[src/rtl/irq_level_pkg.sv]
package irq_level_pkg;
    localparam int NSRC_D = 31;
    localparam int LVLW_D = 3;
    localparam int IDXW_D = 4;
    localparam int BASEW_D = 4;

    typedef enum logic [1:0] {
        KIND_LEVEL = 2'd0,
        KIND_EDGE  = 2'd1,
        KIND_SOFT  = 2'd2
    } src_kind_e;

    typedef struct packed {
        logic       hit;
        logic [4:0] idx;
        logic [2:0] lvl;
    } win_t;

    function automatic src_kind_e kind_of(input int i, input logic [63:0] soft_m,
                                          input logic [63:0] edge_m);
        if (soft_m[i])      return KIND_SOFT;
        else if (edge_m[i]) return KIND_EDGE;
        else                return KIND_LEVEL;
    endfunction
endpackage

[src/rtl/irq_pend_bank.sv]
module irq_pend_bank
    import irq_level_pkg::*;
#(
    parameter int NSRC = NSRC_D,
    parameter logic [NSRC-1:0] SWI_MASK = '0,
    parameter logic [NSRC-1:0] EDGE_MASK = '0
) (
    input  logic            clk,
    input  logic            rst,
    input  logic [NSRC-1:0] src_in,
    input  logic [NSRC-1:0] clr_bits,
    input  logic [NSRC-1:0] set_bits,
    output logic [NSRC-1:0] pend
);
    logic [NSRC-1:0] nxt;

    for (genvar g = 0; g < NSRC; g++) begin : g_src
        localparam src_kind_e K = kind_of(g, 64'(SWI_MASK), 64'(EDGE_MASK));
        if (K == KIND_SOFT) begin : g_soft
            assign nxt[g] = (pend[g] & ~clr_bits[g]) | set_bits[g];
        end else if (K == KIND_EDGE) begin : g_edge
            logic prev;
            always_ff @(posedge clk) begin
                if (rst) prev <= 1'b0;
                else     prev <= src_in[g];
            end
            assign nxt[g] = (pend[g] & ~clr_bits[g]) | (src_in[g] & ~prev);
        end else begin : g_lvl
            assign nxt[g] = src_in[g];
        end
    end

    always_ff @(posedge clk) begin
        if (rst) pend <= '0;
        else     pend <= nxt;
    end
endmodule

[src/rtl/irq_resolve.sv]
module irq_resolve
    import irq_level_pkg::*;
#(
    parameter int NSRC = NSRC_D,
    parameter int LVLW = LVLW_D,
    localparam int SELW = $clog2(NSRC)
) (
    input  logic [NSRC-1:0]           pend,
    input  logic [NSRC-1:0]           en,
    input  logic [NSRC-1:0][LVLW-1:0] lvl,
    input  logic                      mie,
    output logic [LVLW-1:0]           top_lvl,
    output logic [SELW-1:0]           top_idx
);
    always_comb begin
        top_lvl = '0;
        top_idx = '0;
        for (int i = 0; i < NSRC; i++) begin
            if (pend[i] && en[i] && lvl[i] != '0 && lvl[i] >= top_lvl) begin
                top_lvl = lvl[i];
                top_idx = SELW'(i);
            end
        end
        if (!mie) top_lvl = '0;
    end
endmodule

[src/rtl/irq_vector.sv]
module irq_vector
    import irq_level_pkg::*;
#(
    parameter int LVLW = LVLW_D,
    parameter int SELW = 5,
    parameter int IDXW = IDXW_D,
    parameter int BASEW = BASEW_D,
    localparam int VECW = BASEW + IDXW
) (
    input  logic [SELW-1:0]  top_idx,
    input  logic [LVLW-1:0]  top_lvl,
    input  logic             iack,
    input  logic [LVLW-1:0]  iack_lvl,
    input  logic [BASEW-1:0] base0,
    input  logic [BASEW-1:0] base1,
    output logic             ok,
    output logic [VECW-1:0]  vec
);
    logic grp1;
    assign grp1 = |top_idx[SELW-1:IDXW];

    always_comb begin
        ok  = iack && (top_lvl != '0) && (iack_lvl == top_lvl);
        vec = '0;
        if (ok) vec = {grp1 ? base1 : base0, top_idx[IDXW-1:0]};
    end
endmodule

[src/rtl/irq_level_ctrl.sv]
module irq_level_ctrl
    import irq_level_pkg::*;
#(
    parameter int NSRC = NSRC_D,
    parameter int LVLW = LVLW_D,
    parameter int IDXW = IDXW_D,
    parameter int BASEW = BASEW_D,
    parameter logic [NSRC-1:0] SWI_MASK = NSRC'(32'h0000_00FF),
    parameter logic [NSRC-1:0] EDGE_MASK = NSRC'(32'h0000_FF00),
    localparam int SELW = $clog2(NSRC),
    localparam int VECW = BASEW + IDXW
) (
    input  logic             clk,
    input  logic             rst,
    input  logic [NSRC-1:0]  src_in,
    input  logic             en_we,
    input  logic [NSRC-1:0]  en_data,
    input  logic             lvl_we,
    input  logic [SELW-1:0]  lvl_sel,
    input  logic [LVLW-1:0]  lvl_val,
    input  logic             clr_we,
    input  logic [NSRC-1:0]  clr_data,
    input  logic             swi_we,
    input  logic [NSRC-1:0]  swi_data,
    input  logic [BASEW-1:0] vbase0,
    input  logic [BASEW-1:0] vbase1,
    input  logic             mie,
    input  logic             iack,
    input  logic [LVLW-1:0]  iack_lvl,
    output logic [NSRC-1:0]  pend_o,
    output logic [LVLW-1:0]  ipl_o,
    output logic             ack_ok,
    output logic [VECW-1:0]  ack_vec
);
    logic [NSRC-1:0]           en_q;
    logic [NSRC-1:0][LVLW-1:0] lvl_q;
    logic [NSRC-1:0]           clr_bits, set_bits;
    logic [SELW-1:0]           top_idx;

    assign clr_bits = clr_we ? clr_data : '0;
    assign set_bits = swi_we ? swi_data : '0;

    always_ff @(posedge clk) begin
        if (rst) begin
            en_q  <= '0;
            lvl_q <= '0;
        end else begin
            if (en_we) en_q <= en_data;
            if (lvl_we && 32'(lvl_sel) < NSRC) lvl_q[lvl_sel] <= lvl_val;
        end
    end

    irq_pend_bank #(.NSRC(NSRC), .SWI_MASK(SWI_MASK), .EDGE_MASK(EDGE_MASK)) u_bank (
        .clk(clk), .rst(rst), .src_in(src_in),
        .clr_bits(clr_bits), .set_bits(set_bits), .pend(pend_o)
    );

    irq_resolve #(.NSRC(NSRC), .LVLW(LVLW)) u_res (
        .pend(pend_o), .en(en_q), .lvl(lvl_q), .mie(mie),
        .top_lvl(ipl_o), .top_idx(top_idx)
    );

    irq_vector #(.LVLW(LVLW), .SELW(SELW), .IDXW(IDXW), .BASEW(BASEW)) u_vec (
        .top_idx(top_idx), .top_lvl(ipl_o), .iack(iack), .iack_lvl(iack_lvl),
        .base0(vbase0), .base1(vbase1), .ok(ack_ok), .vec(ack_vec)
    );
endmodule

[config.mk]
export PLATFORM = sky130hd
export DESIGN_NAME = irq_level_ctrl
export DESIGN_NICKNAME = d
export VERILOG_FILES = /design/src/rtl/irq_level_pkg.sv /design/src/rtl/irq_pend_bank.sv /design/src/rtl/irq_resolve.sv /design/src/rtl/irq_vector.sv /design/src/rtl/irq_level_ctrl.sv
export SDC_FILE = /design/constraint.sdc
export NUM_CORES = 1
export LEC_CHECK = 0
export BUFFER_PORTS_ARGS = -buffer_cell sky130_fd_sc_hd__buf_4
export CAP_MARGIN = 20
export CORE_MARGIN = 1.5
export CORE_UTILIZATION = 25
export CTS_BUF_LIST = sky130_fd_sc_hd__clkbuf_4 sky130_fd_sc_hd__clkbuf_8 sky130_fd_sc_hd__clkbuf_16
export CTS_CLUSTER_SIZE = 40
export DETAILED_ROUTE_END_ITERATION = 7
export GPL_TIMING_DRIVEN = 0
export HOLD_SLACK_MARGIN = 0.05
export PLACE_DENSITY = 0.53
export REMOVE_ABC_BUFFERS = 1
export SYNTH_ARGS = -nofsm -noshare
export SYNTH_HDL_FRONTEND = slang
export SYNTH_SLANG_ARGS = --single-unit
[constraint.sdc]
create_clock -name clk -period 47.4 [get_ports clk]
set_input_delay 0 -clock clk [delete_from_list [all_inputs] [get_ports clk]]
set_output_delay 0 -clock clk [all_outputs]
set_load 0.05 [all_outputs]
Word-level counts from Yosys, hierarchy flattened

Cells that the tools add are included.

Add/subtract/negate cells: 0
$mul: 0
Divide/modulo/power cells: 0
Order comparisons: 34
Equality and inequality tests: 1
Shifts and indexed selects: 0
Muxes and demuxes: 69
Bitwise gates (word level): 64
Reductions and logical operators: 129

Operators with widths:

| operator                                                                            | count |
|---|---|
| 3-bit 2-to-1 mux                                                                    | 37 |
| 1-bit logical AND                                                                   | 97 |
| 3-bit nonzero test                                                                  | 32 |
| 93-bit bitwise mux                                                                  | 1 |
| 3-bit greater-or-equal comparator                                                   | 30 |
| 5-bit 2-to-1 mux                                                                    | 15 |
| 4-bit 2-to-1 mux                                                                    | 9 |
| 1-bit AND                                                                           | 24 |
| 1-bit inverter                                                                      | 24 |
| 16-bit 2-to-1 mux                                                                   | 1 |
| 8-bit 2-to-1 mux                                                                    | 2 |
| 1-bit bitwise OR                                                                    | 16 |
| 3-bit demux with 5-bit select                                                       | 1 |
| 5-bit by 6-bit < comparator with 1-bit output, second input constant                | 1 |
| 5-bit by 1-bit greater-or-equal comparator with 1-bit output, second input constant | 1 |
| 5-bit < comparator, second input constant                                           | 1 |
| 2-bit 2-to-1 mux                                                                    | 2 |
| 3-bit == test                                                                       | 1 |
| 3-bit by 1-bit greater-or-equal comparator with 1-bit output, second input constant | 1 |
| 1-bit 2-to-1 mux                                                                    | 1 |

Bits in registers: 163
Latch bits: 0
RAM bits: 0
Bits in read-only memories: 0
Input port bits: 151
Output and inout bits: 43
Word-level logic and storage cells: 338
Memories: 0

Longest topological paths before layout

Gate-level depths: netlist of the first run.

Word-level depth: 99
Mapped depth: 232
Mapped depth without buffers: 231

Hierarchy

From an unflattened synthesis of the first run, not the netlist that was laid out.

Cells, all modules: 1,418
Area total of the unflattened synthesis: 11,656.2 um^2

By module, submodules not included:

| module         | times used | cells each | area each (um^2) | sequential area each (um^2) |
|---|---|---|---|---|
| irq_level_ctrl | 1          | 517        | 5,277.6          | 2,482.4 |
| irq_resolve    | 1          | 763        | 4,947.2          | 0.0 |
| irq_pend_bank  | 1          | 114        | 1,255.0          | 780.7 |
| irq_vector     | 1          | 24         | 176.4            | 0.0 |

Worst setup path after synthesis of the first run

Ideal clock, no wire load.

Path kind: reg2out
Start: reg u_bank.pend[0]
End: out ack_ok
Arrival time: 40.355 ns
Required time: 47.400 ns
Setup slack: 7.045 ns
Cell stages (with the launch flop): 221
Cell sequence: dfxtp_1 -> nand3_1 -> ha_1 -> nand2_1 -> o21ai_4 -> nand2_1 -> o21ai_0 -> ha_1 -> nand2b_1 -> maj3_1 -> a22oi_1 -> mux2_2 -> ha_1 -> nor2b_1 -> o21ai_0 -> a221oi_1 -> a2bb2oi_1 -> nor3_1 -> (+185 left out) -> nand2b_1 -> a21o_1 -> a21oi_1 -> nor2_1 -> inv_1 -> mux2_2 -> ha_1 -> nand2b_1 -> a21oi_1 -> nor2b_1 -> o21ai_0 -> inv_1 -> o21a_1 -> nor2_1 -> mux2i_1 -> or4_1 -> buf_6 -> a21oi_1

Cells in the longest elaborated chain, start to end: 98
Elaborated cells between the ends (all ways): 99
Those cells by class: order compare: 30; eq/ne: 1; mux: 32; reduce/logical: 36

RTL lines:

| what                               | RTL line             | RTL |
|---|---|---|
| from (decl)                        | irq_pend_bank.sv:13  | `output logic [NSRC-1:0] pend` |
| from (signal assigned)             | irq_pend_bank.sv:35  | `else pend <= nxt;` |
| 1-bit logical AND (*) (3 in a row) | irq_resolve.sv:19    | `if (pend[i] && en[i] && lvl[i] != '0 && lvl[i] >= top_lvl) begin` |
| 3-bit 2-to-1 mux (*)               | irq_resolve.sv:19    |  |
| 3-bit greater-or-equal comparator  | irq_resolve.sv:19    |  |
| 1-bit logical AND                  | irq_resolve.sv:19    |  |
| 3-bit 2-to-1 mux (*)               | irq_resolve.sv:19    |  |
| 3-bit greater-or-equal comparator  | irq_resolve.sv:19    |  |
| 1-bit logical AND                  | irq_resolve.sv:19    |  |
| 3-bit 2-to-1 mux (*)               | irq_resolve.sv:19    |  |
| (+80 left out)                     | --                   |  |
| 3-bit 2-to-1 mux (*)               | irq_resolve.sv:19    |  |
| 3-bit greater-or-equal comparator  | irq_resolve.sv:19    |  |
| 1-bit logical AND                  | irq_resolve.sv:19    |  |
| 3-bit 2-to-1 mux (*)               | irq_resolve.sv:19    |  |
| 3-bit 2-to-1 mux (*)               | irq_resolve.sv:24    | `if (!mie) top_lvl = '0;` |
| 3-bit nonzero test                 | irq_vector.sv:23     | `ok = iack && (top_lvl != '0) && (iack_lvl == top_lvl);` |
| 1-bit logical AND                  | irq_vector.sv:23     |  |
| 1-bit logical AND (*)              | irq_vector.sv:23     |  |
| to (decl)                          | irq_level_ctrl.sv:32 | `output logic ack_ok,` |

Mark *: on every way between the ends. The rest lies on a longest branch, timed or not.

Worst setup path after layout of the first run

Start: reg u_bank.pend[0]
End: out ack_vec[1]

Cells in the longest elaborated chain, start to end: 99
Elaborated cells between the ends (all ways): 129
Those cells by class: order compare: 30; eq/ne: 1; mux: 62; reduce/logical: 36

RTL lines:

| what                               | RTL line             | RTL |
|---|---|---|
| 1-bit logical AND (*) (3 in a row) | irq_resolve.sv:19    |  |
| 3-bit 2-to-1 mux (*)               | irq_resolve.sv:19    |  |
| 3-bit greater-or-equal comparator  | irq_resolve.sv:19    |  |
| 1-bit logical AND                  | irq_resolve.sv:19    |  |
| 3-bit 2-to-1 mux (*)               | irq_resolve.sv:19    |  |
| 3-bit greater-or-equal comparator  | irq_resolve.sv:19    |  |
| 1-bit logical AND                  | irq_resolve.sv:19    |  |
| 3-bit 2-to-1 mux                   | irq_resolve.sv:19    |  |
| (+80 left out)                     | --                   |  |
| 3-bit 2-to-1 mux                   | irq_resolve.sv:19    |  |
| 3-bit greater-or-equal comparator  | irq_resolve.sv:19    |  |
| 1-bit logical AND                  | irq_resolve.sv:19    |  |
| 3-bit 2-to-1 mux                   | irq_resolve.sv:19    |  |
| 3-bit 2-to-1 mux                   | irq_resolve.sv:24    |  |
| 3-bit nonzero test                 | irq_vector.sv:23     |  |
| 1-bit logical AND (2 in a row)     | irq_vector.sv:23     |  |
| 8-bit 2-to-1 mux (*)               | irq_vector.sv:25     | `if (ok) vec = {grp1 ? base1 : base0, top_idx[IDXW-1:0]};` |
| to (decl)                          | irq_level_ctrl.sv:33 | `output logic [VECW-1:0] ack_vec` |

Marked as above.

==> impl_metrics.tcl, run 1 <==
set metrics [dict create \
    drc 0 \
    die-area_mm2 0.04531 \
    synthTopCellsByArea "dfxtp_1 30%, mux2i_1 7.1%, nor2_1 6.3%" \
    clk_pin_slew_ns 0.07 \
    io_pins 194 \
    core.rowCount 76 \
    syn-instance-count 1456 \
    busiest_layer "met2" \
    path_class "flip-flop to output pin" \
    cts_buffers 17 \
    cts_tree "done" \
    port_buffers 147 \
    fin_crit_sh 0.9272 \
    final-instance-count-excl-fill 2299 \
    nets 1889 \
    crit_path_start_kind "flip-flop" \
    cts_buffer_depth 2 \
    grt_start_max_net_pins 111 \
    clock-sinks 163 \
    clk_latency_ns 0.46 \
    endpoint_kind "output pin" \
    synth_edf_count 0 \
    status "finished, final reports clean" \
    postRouteAntennaNets 0 \
    synth_top_area_share 0.2964 \
    placed_cells 2133 \
    critPathRequiredTime_ns 47.40 \
    clockRootBuffer "clkbuf_16" \
    post-route-min-period_ns 43.95 \
    maxSlewHeadroom 0.3022 \
    yosysUniqueCellTypes 95 \
    ir_drop_v 0.00002251 \
    wl_per_cell_um 15.66 \
    track_usage 0.1610 \
    dp_hpwl_um 25470 \
    ys_top_cells_by_count "185 x nor2_1, 176 x nand2_1, 163 x dfxtp_1" \
    use_met3 0.02897 \
    drive_gt1_frac 0.1552 \
    setup-violations-final 0 \
    fin_tns_setup_ns 0 \
    antenna_found_initial 0 \
    crit_path_max_incr_delay_ns 0.56 \
    pre_cts_slack_ns 1.207 \
    hold_violations 0 \
    num_vias 11480 \
    crit_fanout 9 \
    final_max_slew_viol_count 0 \
    cpMostUsedCell "ha_1" \
    h-tree-depth 4 \
    post_drt_via_cell_ratio 4.993 \
    grt_pass1_vias 11030 \
    seq_area_frac_synth 0.2964 \
    diodes 0 \
    gp_congestion 0.8621 \
    fmax_mhz 22.75 \
    die_w_um 212.9 \
    fin_ws_ns 3.451 \
    drt-initial-drc-count 461 \
    start_util 0.2545 \
    synth-main-ff-cell "dfxtp_1" \
    grt_pass1_wl_um 57270 \
    yosysTopAreaCell "dfxtp_1" \
    cp.arrival_ns 43.95 \
    use_met2 0.2701 \
    grt_util_met1 0.2074 \
    p_leak_nw 5.721 \
    syn_area_per_cell_um2 7.562 \
    ys_warn_count 0 \
    synth_area_mm2 0.01101 \
    die_y_um 212.9 \
    synthArstFlopShare 0 \
    tightest_slew_ns 1.037 \
    fin_skew_ns 0.002284 \
    areaGrowthSynthToFinish_pct 33.45 \
    hold_class "primary input to flip-flop" \
    yosysMostFrequentCell "nor2_1" \
    totalWireLength_um 36010 \
    grt_overflow_total 0 \
    core_area_mm2 0.04327 \
    slowest_stage "or4_4" \
    maxCapViolCount 0 \
    ys_ff_latch 163 \
    dr.pass1.iters 5 \
    power.density_mw_per_mm2 22.40 \
]
==> registers in the layout, summed over array words and instances, names as in the netlist <==
name,count
lvl_q,93
u_bank.pend,31
u_bank.g_src.g_edge.prev,8
en_q,31
==> cells in the final DEF, fill, tap and decap left out, types with 6 or more instances in the layout <==
cell type / count
a211oi_1: 10
a21o_1: 15
a21oi_1: 106
a221oi_2: 6
a22oi_1: 11
a31oi_1: 14
and2_1: 18
and3_1: 16
buf_4: 151
clkbuf_16: 17
dfxtp_1: 163
dlygate4sd3_1: 129
ha_1: 36
inv_1: 68
maj3_1: 10
mux2i_1: 77
nand2_1: 176
nand2b_1: 27
nand3_1: 81
nand4_1: 10
nor2_1: 181
nor2b_1: 47
nor3_1: 21
o211a_1: 8
o211ai_1: 19
o21a_1: 19
o21ai_0: 66
o21ai_1: 9
o21bai_1: 6
o22ai_1: 7
o31ai_1: 9
or2_2: 9
or3_1: 6
==> kinds of logic after synthesis <==
group,share of synthesized area
simple gates,0.2693
xor+xnor,0.001591
compound gates,0.2635
buf+inv,0.04523
mux,0.07398
flops,0.2964
fa+ha+maj,0.05000
==> worst paths after layout <==
check	endpoint	slack, ns	startpoint	depth (start not counted)
worst min register to register	lvl_q[15]$_SDFFE_PP0P_	0.47	lvl_q[15]$_SDFFE_PP0P_	2
worst min-delay path	en_q[25]$_SDFFE_PP0P_	0.15	en_we	3
worst max-delay path	ack_vec[1]	3.45	u_bank.pend[0]$_SDFF_PP0_	222
worst max register to register	u_bank.pend[2]$_SDFF_PP0_	46.12	u_bank.pend[2]$_SDFF_PP0_	3
==> where the power goes <==
group	leakage, nW	switching [mW]	internal [mW]
combinational	4.11	0.0231	0.0213
sequential	1.33	0.00418	0.141
clock	0.280	0.0616	0.0779
==> routing by layer <==
metal | up-vias | share of wire
met5 | - | 0
met4 | 0 | 0.020
met3 | 39 | 0.037
met2 | 212 | 0.48
li1 | 5747 | -
met1 | 5482 | 0.47
==> through the flow <==
step / cell area [um2] / util / power, mW / hold WS [ns]
after floorplan: 10770 / - / 0.1636 / 0.06907
after global placement: 12600 / 0.2913 / 0.1826 / 0.2090
after detailed placement: 12670 / 0.2929 / 0.1837 / 0.2164
after CTS: 14530 / 0.3359 / 0.3356 / 0.1579
after global routing: 14690 / 0.3396 / 0.3452 / 0.1674
final: 14690 / 0.3396 / 0.3291 / 0.1550
==> critical path: cells and delay by family (launching register included) <==
kind	cells	cell delay (ns)
buffers and inverters	9	1.19
AND/OR/NAND/NOR	74	11.48
multiplexers	6	1.63
adder cells (fa/ha/maj)	35	9.93
flip-flops	1	0.42
AO/OA/AOI/OAI	98	18.73
==> timing repair <==
| item | 4_1_cts | 5_1_grt |
|---|---|---|
| gates resized for setup | 0 | 32 |
| hold endpoints to repair | 127 | 0 |
| setup endpoints to repair | 0 | 12 |
| setup buffers | 0 | 5 |
| hold buffers | 129 | 0 |
==> final cells by class <==
type                       instances  area [um2]
timing repair buffer             287        2501
clock inverter                     8       77.57
clock buffer                      23       489.2
inverter                          68       255.2
fill                            4583       28570
tap                              585       732.0
multi-input combinational       1165        7376
sequential                       163        3263
(Power assumes the default switching activity.)
==> run 2, diff against run 1 <==
--- a/config.mk
+++ b/config.mk
@@ -15,6 +15,7 @@
 export GPL_TIMING_DRIVEN = 0
 export HOLD_SLACK_MARGIN = 0.05
 export PLACE_DENSITY = 0.53
+export RECOVER_POWER = 100
 export REMOVE_ABC_BUFFERS = 1
 export SYNTH_ARGS = -nofsm -noshare
 export SYNTH_HDL_FRONTEND = slang
==> impl_metrics.tcl, run 2 (synthesis gave the netlist of run 1 again) <==
set metrics [dict create \
    die-area_mm2 0.04531 \
    h-tree-depth 4 \
    post_drt_via_cell_ratio 5.023 \
    placed_cells 2133 \
    diodes 0 \
    critPathRequiredTime_ns 47.40 \
    violations "max-capacitance violations, max-slew violations" \
    final-instance-count-excl-fill 2299 \
    io_pins 194 \
    core.rowCount 76 \
    grt_pass1_vias 11030 \
    grt_overflow_total 0 \
    drc 0 \
    setup-violations-final 0 \
    fin_tns_setup_ns 0 \
    die_y_um 212.9 \
    totalWireLength_um 36010 \
    dr.pass1.iters 5 \
    fmax_mhz 22.76 \
    final_common_cell "nor2_1" \
    dp_hpwl_um 25470 \
    areaGrowthSynthToFinish_pct 32.11 \
    cpMostUsedCell "ha_1" \
    nets 1889 \
    crit_path_max_incr_delay_ns 0.56 \
    clockRootBuffer "clkbuf_16" \
    hold_violations 0 \
    n_fill_cell 4612 \
    crit_fanout 9 \
    grt_pass1_wl_um 57270 \
    fin_skew_ns 0.002714 \
    reg2reg_slack_ns 45.93 \
    final_max_slew_viol_count 166 \
    endpoint_kind "output pin" \
    cts_tree "done" \
    hold_class "primary input to flip-flop" \
    dpl-instance-area_mm2 0.01267 \
    setup.worst_path.end "ack_vec[0]" \
    maxCapViolCount 2 \
    startpoint "u_bank.pend[0]$_SDFF_PP0_" \
    wl_per_cell_um 15.66 \
    core_area_mm2 0.04327 \
    drt-initial-drc-count 476 \
    crit_path_start_kind "flip-flop" \
    finish.instance_area_mm2 0.01455 \
    fin_crit_sh 0.9269 \
    postRouteAntennaNets 0 \
    final_cell_mix "181 x nor2_1, 176 x nand2_1, 163 x dfxtp_1" \
    path_class "flip-flop to output pin" \
    gp_congestion 0.8621 \
    clock-sinks 163 \
    port_buffers 147 \
    track_usage 0.1610 \
    cts_buffer_depth 2 \
    cts_buffers 17 \
    slowest_stage "or4_4" \
    reg2reg_to "u_bank.pend[2]$_SDFF_PP0_" \
    num_vias 11550 \
    clk_pin_slew_ns 0.07 \
    antenna_found_initial 0 \
    top_regs "lvl_q (93), en_q (31), u_bank.pend (31)" \
    clk_latency_ns 0.46 \
    post-route-min-period_ns 43.94 \
    reg2reg_depth 3 \
    status "finished, violations left" \
    ir_drop_v 0.00002248 \
    maxSlewHeadroom -2.420 \
    largest_reg_flops 93 \
    r2r_start "u_bank.pend[2]$_SDFF_PP0_" \
    grt_start_max_net_pins 111 \
    tightest_slew_ns 5.130 \
    power.density_mw_per_mm2 22.52 \
    die_w_um 212.9 \
    cp.arrival_ns 43.94 \
    p_leak_nw 5.582 \
    start_util 0.2545 \
    drive_gt1_frac 0.1359 \
    whs_ns 0.1562 \
    top_register "lvl_q" \
]
run 2: cell types whose count changed in the layout (fill, tap and decap cells not counted), sizes merged:
| cell | delta |
|---|---|
| buf | -33 |
| clkbuf | +33 |
run 2: worst min-delay path by stage:
stage | startpoint | to | slack, ns | depth (start not counted)
2_1_floorplan | rst | lvl_q[0]$_SDFFE_PP0P_ | 0.07 | 1
4_1_cts | en_we | en_q[23]$_SDFFE_PP0P_ | 0.16 | 3
3_3_place_gp | src_in[16] | u_bank.pend[16]$_SDFF_PP0_ | 0.21 | 2
3_5_place_dp | src_in[16] | u_bank.pend[16]$_SDFF_PP0_ | 0.22 | 2
5_1_grt | en_we | en_q[23]$_SDFFE_PP0P_ | 0.17 | 3
6_report | en_we | en_q[25]$_SDFFE_PP0P_ | 0.16 | 3
run 2: final cells by class:
cell class / count / area, um2 / area share
Clock buffer: 23 / 489.2 / 0.03363
Clock inverter: 8 / 77.57 / 0.005333
Inverter: 68 / 255.2 / 0.01755
Multi-Input combinational cell: 1165 / 7376 / 0.5071
Sequential cell: 163 / 3263 / 0.2243
Tap cell: 585 / 732.0 / 0.05032
Timing Repair Buffer: 287 / 2354 / 0.1618
run 2: per-layer routing:
metal  part of all wire  track usage  vias to the layer above  routed length, um
li1                   -            -                     5742                  -
met1               0.47       0.2074                     5541              16910
met2               0.47       0.2701                      228              17080
met3              0.037      0.02897                       37               1338
met4              0.019      0.05331                        0                683
met5                  0            0                        -                  0
run 2: repair_timing:
action,in CTS,in global routing
endpoints found under the hold margin,127,0
setup endpoints to repair,0,12
hold buffers,129,0
setup buffers,0,5
resized for setup,0,32
run 2: worst max-delay path, delay by kind of cell, from the launching register on:
| kind | cells | cell delay (ns) |
|---|---|---|
| compound gates | 98 | 18.79 |
| fa+ha+maj | 35 | 9.92 |
| buf+inv | 9 | 1.15 |
| flops | 1 | 0.42 |
| mux | 6 | 1.64 |
| simple gates | 74 | 11.51 |
run 2: report_power, final:
group	leakage, nW	internal [mW]	switching [mW]	total [mW]
Clock	0.280	0.0779	0.0616	0.139
Sequential	1.33	0.141	0.00411	0.145
Combinational	3.97	0.0198	0.0231	0.0429
Total	5.58	0.239	0.0888	0.328
run 2: stage by stage:
step	setup slack [ns]	utilization	power, mW
after floorplan	6.936	-	0.1636
after global placement	1.808	0.2913	0.1826
after detailed placement	1.207	0.2929	0.1837
after CTS	0.5234	0.3359	0.3356
after global routing	-0.1558	0.3362	0.3437
final	3.465	0.3362	0.3276
==> run 3, diff against run 2 <==
--- a/config.mk
+++ b/config.mk
@@ -5,6 +5,7 @@
 export SDC_FILE = /design/constraint.sdc
 export NUM_CORES = 1
 export LEC_CHECK = 0
+export ABC_AREA = 1
 export BUFFER_PORTS_ARGS = -buffer_cell sky130_fd_sc_hd__buf_4
 export CAP_MARGIN = 20
 export CORE_MARGIN = 1.5
==> impl_metrics.tcl, run 3 <==
set metrics [dict create \
    die-area_mm2 0.04128 \
    wl_per_cell_um 12.96 \
    power.density_mw_per_mm2 24.62 \
    track_usage 0.1453 \
    grt_pass1_vias 9579 \
    synth-main-ff-cell "dfxtp_1" \
    n_fill_cell 4359 \
    nets 1925 \
    dr.pass1.iters 5 \
    cts_buffer_depth 2 \
    whs_ns 0.06539 \
    worst-path-buf-inv 30 \
    grt_overflow_total 0 \
    syn-instance-count 1507 \
    clk_latency_ns 0.44 \
    top_register "lvl_q" \
    critPathRequiredTime_ns 47.40 \
    clk_pin_slew_ns 0.07 \
    io_pins 194 \
    endpoint_kind "output pin" \
    core_area_mm2 0.03964 \
    synth_area_mm2 0.01002 \
    fin_ws_ns 15.07 \
    setup-violations-final 0 \
    maxSlewHeadroom -1.075 \
    crit_fanout 9 \
    start_util 0.2527 \
    slowest_stage "clkbuf_1" \
    areaGrowthSynthToFinish_pct 30.39 \
    die_y_um 203.2 \
    grt_pass1_wl_um 48010 \
    path_class "flip-flop to output pin" \
    grt_start_max_net_pins 76 \
    port_buffers 147 \
    synthArstFlopShare 0 \
    synth_edf_count 0 \
    antenna_found_initial 0 \
    yosysUniqueCellTypes 40 \
    yosysTopAreaCell "dfxtp_1" \
    h-tree-depth 4 \
    switchingPower_mw 0.09113 \
    gp_congestion 0.8268 \
    tightest_slew_ns 3.112 \
    postRouteAntennaNets 0 \
    final_cell_mix "254 x nand2_1, 243 x inv_1, 168 x o21ai_0" \
    fin_skew_ns 0.006007 \
    cpLargestDelayFamily "simple AND/OR/NAND/NOR gates" \
    clockRootBuffer "clkbuf_16" \
    netSwitchingFraction 0.2834 \
    violations "max-capacitance violations, max-slew violations" \
    fin_crit_sh 0.6821 \
    largest_reg_flops 93 \
    num_vias 10010 \
    cts_buffers 17 \
    synthTopCellsByArea "dfxtp_1 33%, nand2_1 9.4%, inv_1 9.2%" \
    cts_tree "done" \
    pre_cts_slack_ns 16.23 \
    dp_hpwl_um 21170 \
    yosysMostFrequentCell "nand2_1" \
    post-route-min-period_ns 32.33 \
    cp.arrival_ns 32.33 \
    totalWireLength_um 29490 \
    drt-initial-drc-count 493 \
    core.rowCount 73 \
    reg2reg_slack_ns 46.10 \
    final_max_slew_viol_count 176 \
    fin_tns_setup_ns 0 \
    hold_class "primary input to flip-flop" \
    clock-sinks 163 \
    internal-power_mw 0.2304 \
    p_leak_nw 5.667 \
    ys_ff_latch 163 \
    finish.instance_area_mm2 0.01306 \
    crit_path_start_kind "flip-flop" \
    ir_drop_v 0.00002491 \
    rsz0062_at_grt "no" \
    status "finished, violations left" \
    power_frac_seq 0.450 \
    hold_violations 0 \
    ys_top_cells_by_count "250 x nand2_1, 245 x inv_1, 167 x o21ai_0" \
    final_common_cell "nand2_1" \
    fmax_mhz 30.93 \
    combinationalPowerShare 0.136 \
    seq_area_frac_synth 0.3258 \
    drc 0 \
    cpMostUsedCell "nand2_1" \
    post_drt_via_cell_ratio 4.399 \
    cts_resized 0 \
    diodes 0 \
    crit_path_max_incr_delay_ns 0.51 \
    synth_top_area_share 0.3258 \
    die_w_um 203.2 \
    ys_warn_count 0 \
    top_regs "lvl_q (93), en_q (31), u_bank.pend (31)" \
    clkPwrFrac 0.415 \
    dpl-instance-area_mm2 0.01169 \
    syn_area_per_cell_um2 6.647 \
    maxCapViolCount 3 \
    drive_gt1_frac 0.1582 \
]
## run 3: tightest hold or removal path, delay by kind of cell
kind,cells,cell delay [ns]
buffers and inverters,1,0.25
and+or+nand+nor,2,0.20
## run 3: cell type report
class                           count  area (um2)  area share
Sequential cell                   163        3263      0.2498
Clock inverter                     12       97.59    0.007472
Timing Repair Buffer              250        1999      0.1531
Inverter                          254       954.7     0.07309
Clock buffer                       20       454.2     0.03477
Tap cell                          525       656.9     0.05029
Multi-Input combinational cell   1052        5635      0.4315
## run 3: worst paths after layout
| kind | from | end | cells after the start |
|---|---|---|---|
| setup reg to reg | u_bank.pend[0]$_SDFF_PP0_ | u_bank.pend[0]$_SDFF_PP0_ | 3 |
| setup / recovery | u_bank.pend[0]$_SDFF_PP0_ | ack_vec[2] | 232 |
| hold / removal | lvl_val[2] | lvl_q[17]$_SDFFE_PP0P_ | 3 |
| hold reg to reg | u_bank.g_src[9].g_edge.prev$_SDFF_PP0_ | u_bank.pend[9]$_SDFF_PP0_ | 1 |
## run 3: cells by family (layout without fill, tap and decap cells)
family          Yosys count  count (layout)  share of synthesized area
buf+inv                 292             536                     0.1094
flops                   163             163                     0.3258
simple gates            646             646                     0.3200
mux                       4               4                   0.004496
fa+ha+maj                36              36                    0.04497
compound gates          366             366                     0.1954
## run 3: through the flow
step           power, mW  std cells    util
2_1_floorplan     0.1682       1469       -
3_3_place_gp      0.1863       2141  0.2935
3_5_place_dp      0.1868       2143  0.2950
4_1_cts           0.3295       2276  0.3344
5_1_grt           0.3380       2276  0.3295
6_report          0.3215       2276  0.3295
## run 3: repair_timing
action / CTS / global route
hold buffers: 101 / 0
endpoints found under the hold margin: 78 / 0
buffers inserted: 0 / 0
## run 3: power groups by stage
stage | Sequential, mW | Combinational, mW | Clock (mW)
5_1_grt | 0.145 | 0.0483 | 0.145
2_1_floorplan | 0.153 | 0.0153 | 0
6_report | 0.145 | 0.0436 | 0.133
3_5_place_dp | 0.148 | 0.0391 | 0
3_3_place_gp | 0.148 | 0.0386 | 0
4_1_cts | 0.145 | 0.0458 | 0.139
## run 3: metal layers
layer	routed length [um]	vias to the layer above	global-route usage
met2	14140	132	0.2472
met5	0	-	0
met4	396	0	0.04392
met1	14370	4481	0.1912
met3	582	23	0.01806
li1	-	5377	-
